--- src/rtl/snp_pkg.sv ---
package snp_pkg;

  typedef enum logic [1:0] {
    ST_I = 2'd0,
    ST_S = 2'd1,
    ST_E = 2'd2,
    ST_M = 2'd3
  } mesi_e;

  typedef enum logic [1:0] {
    CMD_RD   = 2'd0,
    CMD_RDX  = 2'd1,
    CMD_UPGR = 2'd2,
    CMD_RSV  = 2'd3
  } bcmd_e;

  // State the requester installs once the combined result is known.
  function automatic mesi_e fill_state(bcmd_e c, logic others_hold);
    if (c == CMD_RD) return others_hold ? ST_S : ST_E;
    return ST_M;
  endfunction

  // State a non-requesting cache moves to after it observes a command.
  function automatic mesi_e snoop_next(bcmd_e c, mesi_e s);
    if (s == ST_I)   return ST_I;
    if (c == CMD_RD) return ST_S;
    return ST_I;
  endfunction

  // A processor write completes locally only with exclusive ownership.
  function automatic logic wr_local_ok(mesi_e s);
    return (s == ST_E) || (s == ST_M);
  endfunction

endpackage

--- src/rtl/snp_window.sv ---
module snp_window
  import snp_pkg::*;
#(
  parameter int ADDR_W = 8,
  parameter int IDX_W  = 3,
  parameter int SRC_W  = 2,
  parameter int LAT    = 2
) (
  input  logic              clk,
  input  logic              rst_n,
  input  logic              bus_valid,
  input  logic [1:0]        bus_cmd,
  input  logic [ADDR_W-1:0] bus_addr,
  input  logic [SRC_W-1:0]  bus_src,
  output logic              accept,
  output logic              busy,
  output logic [IDX_W-1:0]  busy_idx,
  output logic [ADDR_W-1:0] look_addr,
  output logic              fin_v,
  output bcmd_e             fin_cmd,
  output logic [ADDR_W-1:0] fin_addr,
  output logic [SRC_W-1:0]  fin_src
);

  logic [LAT:1]      stv;
  logic [ADDR_W-1:0] sta [1:LAT];
  bcmd_e             stc [1:LAT];
  logic [SRC_W-1:0]  sts [1:LAT];

  assign busy   = |stv;
  assign accept = bus_valid && !busy;

  always_ff @(posedge clk) begin
    if (!rst_n) begin
      stv <= '0;
      for (int k = 1; k <= LAT; k++) begin
        sta[k] <= '0;
        stc[k] <= CMD_RD;
        sts[k] <= '0;
      end
    end else begin
      stv[1] <= accept;
      if (accept) begin
        sta[1] <= bus_addr;
        stc[1] <= bcmd_e'(bus_cmd);
        sts[1] <= bus_src;
      end
      for (int k = 2; k <= LAT; k++) begin
        stv[k] <= stv[k-1];
        sta[k] <= sta[k-1];
        stc[k] <= stc[k-1];
        sts[k] <= sts[k-1];
      end
    end
  end

  always_comb begin
    busy_idx = '0;
    for (int k = 1; k <= LAT; k++)
      if (stv[k]) busy_idx = sta[k][IDX_W-1:0];
  end

  assign look_addr = sta[1];
  assign fin_v     = stv[LAT];
  assign fin_cmd   = stc[LAT];
  assign fin_addr  = sta[LAT];
  assign fin_src   = sts[LAT];


  one_in_flight_chk: assert property (@(posedge clk) disable iff (!rst_n)
    $onehot0(stv));

endmodule

--- src/rtl/snp_dual_tag.sv ---
module snp_dual_tag
  import snp_pkg::*;
#(
  parameter int IDX_W = 3,
  parameter int TAG_W = 5
) (
  input  logic             clk,
  input  logic             rst_n,
  input  logic [IDX_W-1:0] pr_idx,
  input  logic [IDX_W-1:0] pw_idx,
  input  logic [IDX_W-1:0] b_idx,
  input  logic             bus_we,
  input  logic [IDX_W-1:0] bus_wi,
  input  logic [TAG_W-1:0] bus_wt,
  input  mesi_e            bus_ws,
  input  logic             cpu_we,
  input  logic [IDX_W-1:0] cpu_wi,
  input  mesi_e            cpu_ws,
  output mesi_e            pr_st,
  output logic [TAG_W-1:0] pr_tag,
  output mesi_e            pw_st,
  output logic [TAG_W-1:0] pw_tag,
  output mesi_e            b_st,
  output logic [TAG_W-1:0] b_tag
);

  localparam int SETS = 1 << IDX_W;

  logic [TAG_W-1:0] p_tag [SETS];
  mesi_e            p_st  [SETS];
  logic [TAG_W-1:0] q_tag [SETS];
  mesi_e            q_st  [SETS];

  // Processor-side copy.
  always_ff @(posedge clk) begin
    for (int s = 0; s < SETS; s++) begin
      if (!rst_n) begin
        p_tag[s] <= '0;
        p_st[s]  <= ST_I;
      end else if (bus_we && bus_wi == IDX_W'(s)) begin
        p_tag[s] <= bus_wt;
        p_st[s]  <= bus_ws;
      end else if (cpu_we && cpu_wi == IDX_W'(s)) begin
        p_st[s]  <= cpu_ws;
      end
    end
  end

  // Bus-side copy, written in the same cycle with the same data.
  always_ff @(posedge clk) begin
    for (int s = 0; s < SETS; s++) begin
      if (!rst_n) begin
        q_tag[s] <= '0;
        q_st[s]  <= ST_I;
      end else if (bus_we && bus_wi == IDX_W'(s)) begin
        q_tag[s] <= bus_wt;
        q_st[s]  <= bus_ws;
      end else if (cpu_we && cpu_wi == IDX_W'(s)) begin
        q_st[s]  <= cpu_ws;
      end
    end
  end

  assign pr_st  = p_st[pr_idx];
  assign pr_tag = p_tag[pr_idx];
  assign pw_st  = p_st[pw_idx];
  assign pw_tag = p_tag[pw_idx];
  assign b_st   = q_st[b_idx];
  assign b_tag  = q_tag[b_idx];


  copies_agree_chk: assert property (@(posedge clk) disable iff (!rst_n)
    (bus_we || cpu_we) |=>
      (p_st[$past(bus_we ? bus_wi : cpu_wi)] == q_st[$past(bus_we ? bus_wi : cpu_wi)]) &&
      (p_tag[$past(bus_we ? bus_wi : cpu_wi)] == q_tag[$past(bus_we ? bus_wi : cpu_wi)]));

endmodule

--- src/rtl/snp_responder.sv ---
module snp_responder
  import snp_pkg::*;
#(
  parameter int ID     = 0,
  parameter int ADDR_W = 8,
  parameter int IDX_W  = 3,
  parameter int SRC_W  = 2,
  parameter int LAT    = 2
) (
  input  logic              clk,
  input  logic              rst_n,
  input  logic [ADDR_W-1:0] look_addr,
  input  logic              fin_v,
  input  bcmd_e             fin_cmd,
  input  logic [ADDR_W-1:0] fin_addr,
  input  logic [SRC_W-1:0]  fin_src,
  input  logic              busy,
  input  logic [IDX_W-1:0]  busy_idx,
  input  logic              glob_shared,
  input  logic              wr_v,
  input  logic [ADDR_W-1:0] wr_addr,
  input  logic [ADDR_W-1:0] rd_addr,
  output logic              done_o,
  output logic              hold_o,
  output logic              own_o,
  output logic              wr_grant,
  output logic [1:0]        rd_state
);

  localparam int TAG_W = ADDR_W - IDX_W;

  mesi_e            pr_st, pw_st, b_st;
  logic [TAG_W-1:0] pr_tag, pw_tag, b_tag;
  logic             bus_we, cpu_we;
  mesi_e            bus_ws;
  mesi_e            look_st;
  mesi_e            hs [2:LAT];
  logic             is_req, snoop_hit, wr_hit, wr_conflict;

  // Bus-side lookup in the first window stage.
  assign look_st = (b_st != ST_I && b_tag == look_addr[ADDR_W-1:IDX_W]) ? b_st : ST_I;

  always_ff @(posedge clk) begin
    if (!rst_n) begin
      for (int k = 2; k <= LAT; k++) hs[k] <= ST_I;
    end else begin
      hs[2] <= look_st;
      for (int k = 3; k <= LAT; k++) hs[k] <= hs[k-1];
    end
  end

  assign is_req    = fin_v && (fin_src == SRC_W'(ID));
  assign snoop_hit = fin_v && !is_req && (hs[LAT] != ST_I);

  assign done_o = fin_v;
  assign hold_o = snoop_hit;
  assign own_o  = snoop_hit && (hs[LAT] == ST_M);

  // Tag update at the end of the result cycle.
  assign bus_we = is_req || snoop_hit;
  assign bus_ws = is_req ? fill_state(fin_cmd, glob_shared) : snoop_next(fin_cmd, hs[LAT]);

  // Processor write port.
  assign wr_hit      = (pw_st != ST_I) && (pw_tag == wr_addr[ADDR_W-1:IDX_W]);
  assign wr_conflict = busy && (busy_idx == wr_addr[IDX_W-1:0]);
  assign wr_grant    = wr_v && wr_hit && wr_local_ok(pw_st) && !wr_conflict;
  assign cpu_we      = wr_grant && (pw_st == ST_E);

  assign rd_state = (pr_st != ST_I && pr_tag == rd_addr[ADDR_W-1:IDX_W]) ? pr_st : ST_I;

  snp_dual_tag #(.IDX_W(IDX_W), .TAG_W(TAG_W)) u_tags (
    .clk    (clk),
    .rst_n  (rst_n),
    .pr_idx (rd_addr[IDX_W-1:0]),
    .pw_idx (wr_addr[IDX_W-1:0]),
    .b_idx  (look_addr[IDX_W-1:0]),
    .bus_we (bus_we),
    .bus_wi (fin_addr[IDX_W-1:0]),
    .bus_wt (fin_addr[ADDR_W-1:IDX_W]),
    .bus_ws (bus_ws),
    .cpu_we (cpu_we),
    .cpu_wi (wr_addr[IDX_W-1:0]),
    .cpu_ws (ST_M),
    .pr_st  (pr_st),
    .pr_tag (pr_tag),
    .pw_st  (pw_st),
    .pw_tag (pw_tag),
    .b_st   (b_st),
    .b_tag  (b_tag)
  );

endmodule

--- src/rtl/snp_combine.sv ---
module snp_combine #(
  parameter int N = 4
) (
  input  logic         clk,
  input  logic         rst_n,
  input  logic [N-1:0] done_v,
  input  logic [N-1:0] hold_v,
  input  logic [N-1:0] own_v,
  output logic         snp_valid,
  output logic         snp_shared,
  output logic         snp_dirty,
  output logic         mem_inhibit
);

  // Result may be sampled only when no cache is still looking up.
  assign snp_valid   = &done_v;
  assign snp_shared  = snp_valid && (|hold_v);
  assign snp_dirty   = snp_valid && (|own_v);
  assign mem_inhibit = snp_valid && snp_dirty;


  dirty_implies_shared_chk: assert property (@(posedge clk) disable iff (!rst_n)
    snp_dirty |-> snp_shared);


  valid_pulse_chk: assert property (@(posedge clk) disable iff (!rst_n)
    snp_valid |=> !snp_valid);

endmodule

--- src/rtl/snoop_combine_top.sv ---
module snoop_combine_top
  import snp_pkg::*;
#(
  parameter int  N_CACHE   = 4,
  parameter int  IDX_W     = 3,
  parameter int  TAG_W     = 5,
  parameter int  SNOOP_LAT = 2,
  localparam int ADDR_W    = TAG_W + IDX_W,
  localparam int SRC_W     = (N_CACHE > 1) ? $clog2(N_CACHE) : 1
) (
  input  logic                      clk,
  input  logic                      rst_n,
  input  logic                      bus_valid,
  input  logic [1:0]                bus_cmd,
  input  logic [ADDR_W-1:0]         bus_addr,
  input  logic [SRC_W-1:0]          bus_src,
  input  logic [N_CACHE-1:0]        cpu_wr_valid,
  input  logic [N_CACHE*ADDR_W-1:0] cpu_wr_addr,
  input  logic [N_CACHE*ADDR_W-1:0] cpu_rd_addr,
  output logic [N_CACHE-1:0]        cpu_wr_grant,
  output logic [2*N_CACHE-1:0]      cpu_rd_state,
  output logic                      snp_valid,
  output logic                      snp_shared,
  output logic                      snp_dirty,
  output logic                      mem_inhibit
);

  localparam int CW = $clog2(SNOOP_LAT + 2);

  logic              accept, busy;
  logic [IDX_W-1:0]  busy_idx;
  logic [ADDR_W-1:0] look_addr, fin_addr;
  logic              fin_v;
  bcmd_e             fin_cmd;
  logic [SRC_W-1:0]  fin_src;
  logic [N_CACHE-1:0] done_v, hold_v, own_v;
  logic [CW-1:0]     win_cnt;

  snp_window #(.ADDR_W(ADDR_W), .IDX_W(IDX_W), .SRC_W(SRC_W), .LAT(SNOOP_LAT)) u_win (
    .clk       (clk),
    .rst_n     (rst_n),
    .bus_valid (bus_valid),
    .bus_cmd   (bus_cmd),
    .bus_addr  (bus_addr),
    .bus_src   (bus_src),
    .accept    (accept),
    .busy      (busy),
    .busy_idx  (busy_idx),
    .look_addr (look_addr),
    .fin_v     (fin_v),
    .fin_cmd   (fin_cmd),
    .fin_addr  (fin_addr),
    .fin_src   (fin_src)
  );

  for (genvar g = 0; g < N_CACHE; g++) begin : g_cache
    snp_responder #(
      .ID(g), .ADDR_W(ADDR_W), .IDX_W(IDX_W), .SRC_W(SRC_W), .LAT(SNOOP_LAT)
    ) u_resp (
      .clk         (clk),
      .rst_n       (rst_n),
      .look_addr   (look_addr),
      .fin_v       (fin_v),
      .fin_cmd     (fin_cmd),
      .fin_addr    (fin_addr),
      .fin_src     (fin_src),
      .busy        (busy),
      .busy_idx    (busy_idx),
      .glob_shared (snp_shared),
      .wr_v        (cpu_wr_valid[g]),
      .wr_addr     (cpu_wr_addr[g*ADDR_W +: ADDR_W]),
      .rd_addr     (cpu_rd_addr[g*ADDR_W +: ADDR_W]),
      .done_o      (done_v[g]),
      .hold_o      (hold_v[g]),
      .own_o       (own_v[g]),
      .wr_grant    (cpu_wr_grant[g]),
      .rd_state    (cpu_rd_state[2*g +: 2])
    );
  end

  snp_combine #(.N(N_CACHE)) u_comb (
    .clk         (clk),
    .rst_n       (rst_n),
    .done_v      (done_v),
    .hold_v      (hold_v),
    .own_v       (own_v),
    .snp_valid   (snp_valid),
    .snp_shared  (snp_shared),
    .snp_dirty   (snp_dirty),
    .mem_inhibit (mem_inhibit)
  );

  // Cycles since the address was accepted, for the window check.
  always_ff @(posedge clk) begin
    if (!rst_n)      win_cnt <= '0;
    else if (accept) win_cnt <= CW'(1);
    else if (busy)   win_cnt <= win_cnt + CW'(1);
    else             win_cnt <= '0;
  end


  snoop_window_chk: assert property (@(posedge clk) disable iff (!rst_n)
    snp_valid |-> (win_cnt == CW'(SNOOP_LAT)));


  single_owner_chk: assert property (@(posedge clk) disable iff (!rst_n)
    $onehot0(own_v));

endmodule

--- config.mk ---
export PLATFORM = sky130hd
export DESIGN_NAME = snoop_combine_top
export DESIGN_NICKNAME = d
export VERILOG_FILES = /design/src/rtl/snp_pkg.sv /design/src/rtl/snp_window.sv /design/src/rtl/snp_dual_tag.sv /design/src/rtl/snp_responder.sv /design/src/rtl/snp_combine.sv /design/src/rtl/snoop_combine_top.sv
export SDC_FILE = /design/constraint.sdc
export NUM_CORES = 1
export LEC_CHECK = 0
export BUFFER_PORTS_ARGS = -buffer_cell sky130_fd_sc_hd__buf_4
export CAP_MARGIN = 30
export CORE_MARGIN = 8
export CORE_UTILIZATION = 60
export CTS_BUF_LIST = sky130_fd_sc_hd__clkbuf_16
export DETAILED_ROUTE_END_ITERATION = 8
export GPL_ROUTABILITY_DRIVEN = 0
export PLACE_DENSITY = 0.79
export SKIP_LAST_GASP = 1
export SLEW_MARGIN = 20
export SYNTH_ARGS = -nofsm -noshare
export SYNTH_HDL_FRONTEND = slang
export SYNTH_SLANG_ARGS = --single-unit
--- constraint.sdc ---
create_clock -name clk -period 3 [get_ports clk]
set_input_delay 0.15 -clock clk [delete_from_list [all_inputs] [get_ports clk]]
set_output_delay 0.15 -clock clk [all_outputs]
set_load 0.03 [all_outputs]
==> flow_summary.json <==
{
  "rsz0062_at_grt": "yes",
  "globalRouteTotalUtil_pct": 29.21,
  "cts_tree": "done",
  "period_needed_ns": 2.913,
  "die_width_um": 184.8,
  "area.growth.synth_to_final_pct": 13.45,
  "synthArstFlopShare_pct": 0,
  "max_cap_violations": 0,
  "clkTransAtPathRegs_ns": 0.06,
  "drive_gt1_share_pct": 25.06,
  "via_per_inst": 6.848,
  "critPathKind": "register to output port",
  "final.setup.tns_ns": 0,
  "initial_utilization_pct": 61.18,
  "slowest_stage": "nor3_1",
  "root_buffer": "clkbuf_16",
  "routed_wl_mm": 50.11,
  "worstPathMaxFanout": 4,
  "utilization_pct": 69.40,
  "cp-start-kind": "register",
  "endpoint_kind": "output port",
  "setup_viol": 0,
  "fin_area_mm2": 0.01939,
  "cp.arrival_ns": 2.76,
  "fin_crit_sh_pct": 97.10,
  "max_stage_delay_ns": 0.54,
  "finalClockSkew_ns": 0.01458,
  "synth_fp_nets": 1524,
  "fmax_mhz": 343.3,
  "insertion_delay_ns": 0.55,
  "synth_flop_cell": "edfxtp_1",
  "antenna_left": 0,
  "vias": 13300,
  "slew_headroom_pct": 36.25,
  "antenna_found_initial": 0,
  "dpl.hpwl_mm": 36.40,
  "grt-ovfl-total": 0,
  "yosys.cell_types.count": 69,
  "cts_buffers": 27,
  "die_h_um": 184.8,
  "drt-initial-drc-count": 1692,
  "worstPathCellList": "and3b_1 > a21oi_1 > buf_4 > xnor2_1 > nor3_1 > nor4_4 > and2_1 > buf_4",
  "cp.required_ns": 2.85,
  "holdCritPathClass": "input pin to register",
  "grt_pass1_wl_mm": 76.32,
  "rows": 61,
  "drv_slew": 0,
  "core_mm2": 0.02793,
  "finalHoldViolCount": 0,
  "leakagePower_nw": 7.002,
  "dpl_cell_area_mm2": 0.01836,
  "grt_max_degree": 44,
  "cts_buffer_depth": 3,
  "htree_levels": 1,
  "syn_inst": 1441,
  "status": "finished clean",
  "die_area_mm2": 0.03414,
  "synth_edf_count": 236,
  "dr.pass1.iters": 7,
  "yosysWarnings": 0,
  "antenna_cells": 0,
  "ys_seq_elements": 258,
  "final_nets": 1627,
  "ys_seq_area_share_pct": 44.05,
  "tightest_slew_ns": 0.9297,
  "drc": 0,
  "clock_sinks": 258,
  "dp_cells": 1878,
  "instances_no_fill": 1942,
  "fillers": 2008,
  "wl_per_cell_um": 25.80,
  "grt_pass1_vias": 13160,
  "netlist_area_mm2": 0.01709,
  "pin_count": 99,
  "cpMostUsedCell": "buf_4",
  "syn_avg_cell_area_um2": 11.86,
  "pwr_density_cell_mw_per_mm2": 466.4,
  "numPortBuffers": 98,
  "peakVddDrop_uv": 510.6
}
-- registers in the layout (all words and copies together), names as in the netlist --
register                     cells
g_cache.u_resp.hs                8
u_win.stc                        4
g_cache.u_resp.u_tags.q_st      40
u_win.stv                        2
u_win.sts                        4
u_win.sta                       16
g_cache.u_resp.u_tags.p_tag     55
g_cache.u_resp.u_tags.q_tag    105
g_cache.u_resp.u_tags.p_st      24
-- kinds of logic after synthesis --
family                 count (synthesis)  synth area share (%)
AND/OR/NAND/NOR                      531                 16.77
flip-flops                           258                 44.05
multiplexers                         247                 24.48
AO/OA/AOI/OAI                        207                 8.025
buffers and inverters                131                 3.243
XOR/XNOR                              67                 3.434
-- Yosys cell counts, types with 9 or more instances --
master	count	area, µm²
o41ai_1	9	78.83
dfxtp_1	22	440.4
xnor2_1	50	437.9
nand3b_1	10	75.07
or4_1	10	75.07
nor2_1	86	322.8
inv_1	20	75.07
nand2_1	110	412.9
xor2_1	17	148.9
mux2_2	27	304.0
o21bai_1	23	172.7
nand3_1	22	110.1
o22ai_1	20	125.1
buf_1	18	67.56
and2_1	188	1176
edfxtp_1	236	7087
nand4_1	12	75.07
nor3_1	22	110.1
o31ai_1	23	172.7
mux2i_1	85	850.8
clkbuf_1	60	225.2
nand2b_1	9	56.30
nor2b_1	16	100.1
a21oi_1	17	85.08
nor4_1	15	93.84
o21ai_0	62	310.3
mux4_2	134	3018
a211oi_1	11	82.58
buf_2	26	130.1
-- layout make-up --
class	count	area, µm²	share of cell area [%]
Inverter	20	75.07	0.3872
Sequential cell	258	7527	38.83
Multi-Input combinational cell	1052	9039	46.62
Tap cell	378	473.0	2.440
Timing Repair Buffer	185	1419	7.319
Clock inverter	22	178.9	0.9229
Clock buffer	27	675.6	3.485
-- path summary, 6_finish.rpt --
path / startpoint / end / slack [ns] / depth (start not counted)
max: u_win.sta[1][0] / cpu_wr_grant[0] / 0.09 / 8
min: cpu_wr_addr[4] / g_cache[0].u_resp.u_tags.q_st[3][0] / 0.08 / 4
max reg2reg: u_win.sta[1][0] / g_cache[1].u_resp.u_tags.q_st[7][0] / 0.21 / 8
min reg2reg: u_win.sts[1][0] / u_win.sts[2][0] / 0.48 / 1
-- worst max-delay path: cells and delay by family (launching register included) --
kind	cells	cell delay, ns
simple gates	4	1.11
flops	1	0.44
buf+inv	2	0.35
compound gates	1	0.25
xor+xnor	1	0.06
-- cell usage in the layout, fill, tap and decap left out, types with 17 or more instances in the layout --
cell,instances
buf_4,173
dfxtp_1,22
xnor2_1,50
o22ai_1,20
nand3_1,21
xor2_1,17
and2_1,188
edfxtp_1,236
a21oi_1,17
clkbuf_16,27
o21ai_0,62
o31ai_1,23
mux4_2,134
nor3_1,22
inv_1,27
nor2_1,86
nand2_1,109
o21bai_1,23
mux2i_1,85
mux2_2,27
-- metal layers --
| layer | GRT usage (%) | routed length [µm] | up-vias |
|---|---|---|---|
| li1 | - | - | 5693 |
| met1 | 38.67 | 18540 | 6444 |
| met2 | 47.31 | 23630 | 966 |
| met3 | 5.296 | 5830 | 196 |
| met4 | 11.65 | 2114 | 0 |
| met5 | 0 | 0 | - |
-- through the flow --
stage	setup WS (ns)	total power [W]	hold slack, ns
2_1_floorplan	0.3402	0.005232	0.3482
3_3_place_gp	0.1244	0.005703	0.4341
3_5_place_dp	0.005330	0.005743	0.4336
4_1_cts	-0.005409	0.009001	0.06450
5_1_grt	-0.02080	0.009273	0.09559
6_report	0.08685	0.009042	0.07961
-- power breakdown --
| part | internal (W) | switching (W) | total, W |
|---|---|---|---|
| Combinational | 0.000710 | 0.000817 | 0.00153 |
| Sequential | 0.00405 | 0.000154 | 0.00421 |
| Clock | 0.00189 | 0.00142 | 0.00331 |
| Total | 0.00665 | 0.00239 | 0.00904 |
-- what timing repair did --
action,4_1_cts,5_1_grt
gates resized for setup,3,6
buffers inserted,0,3
pin swaps,0,1
hold endpoints to repair,12,0
endpoints found under the setup margin,5,16
hold buffers,12,0
No activity file was read; power rests on OpenSTA's default activity.
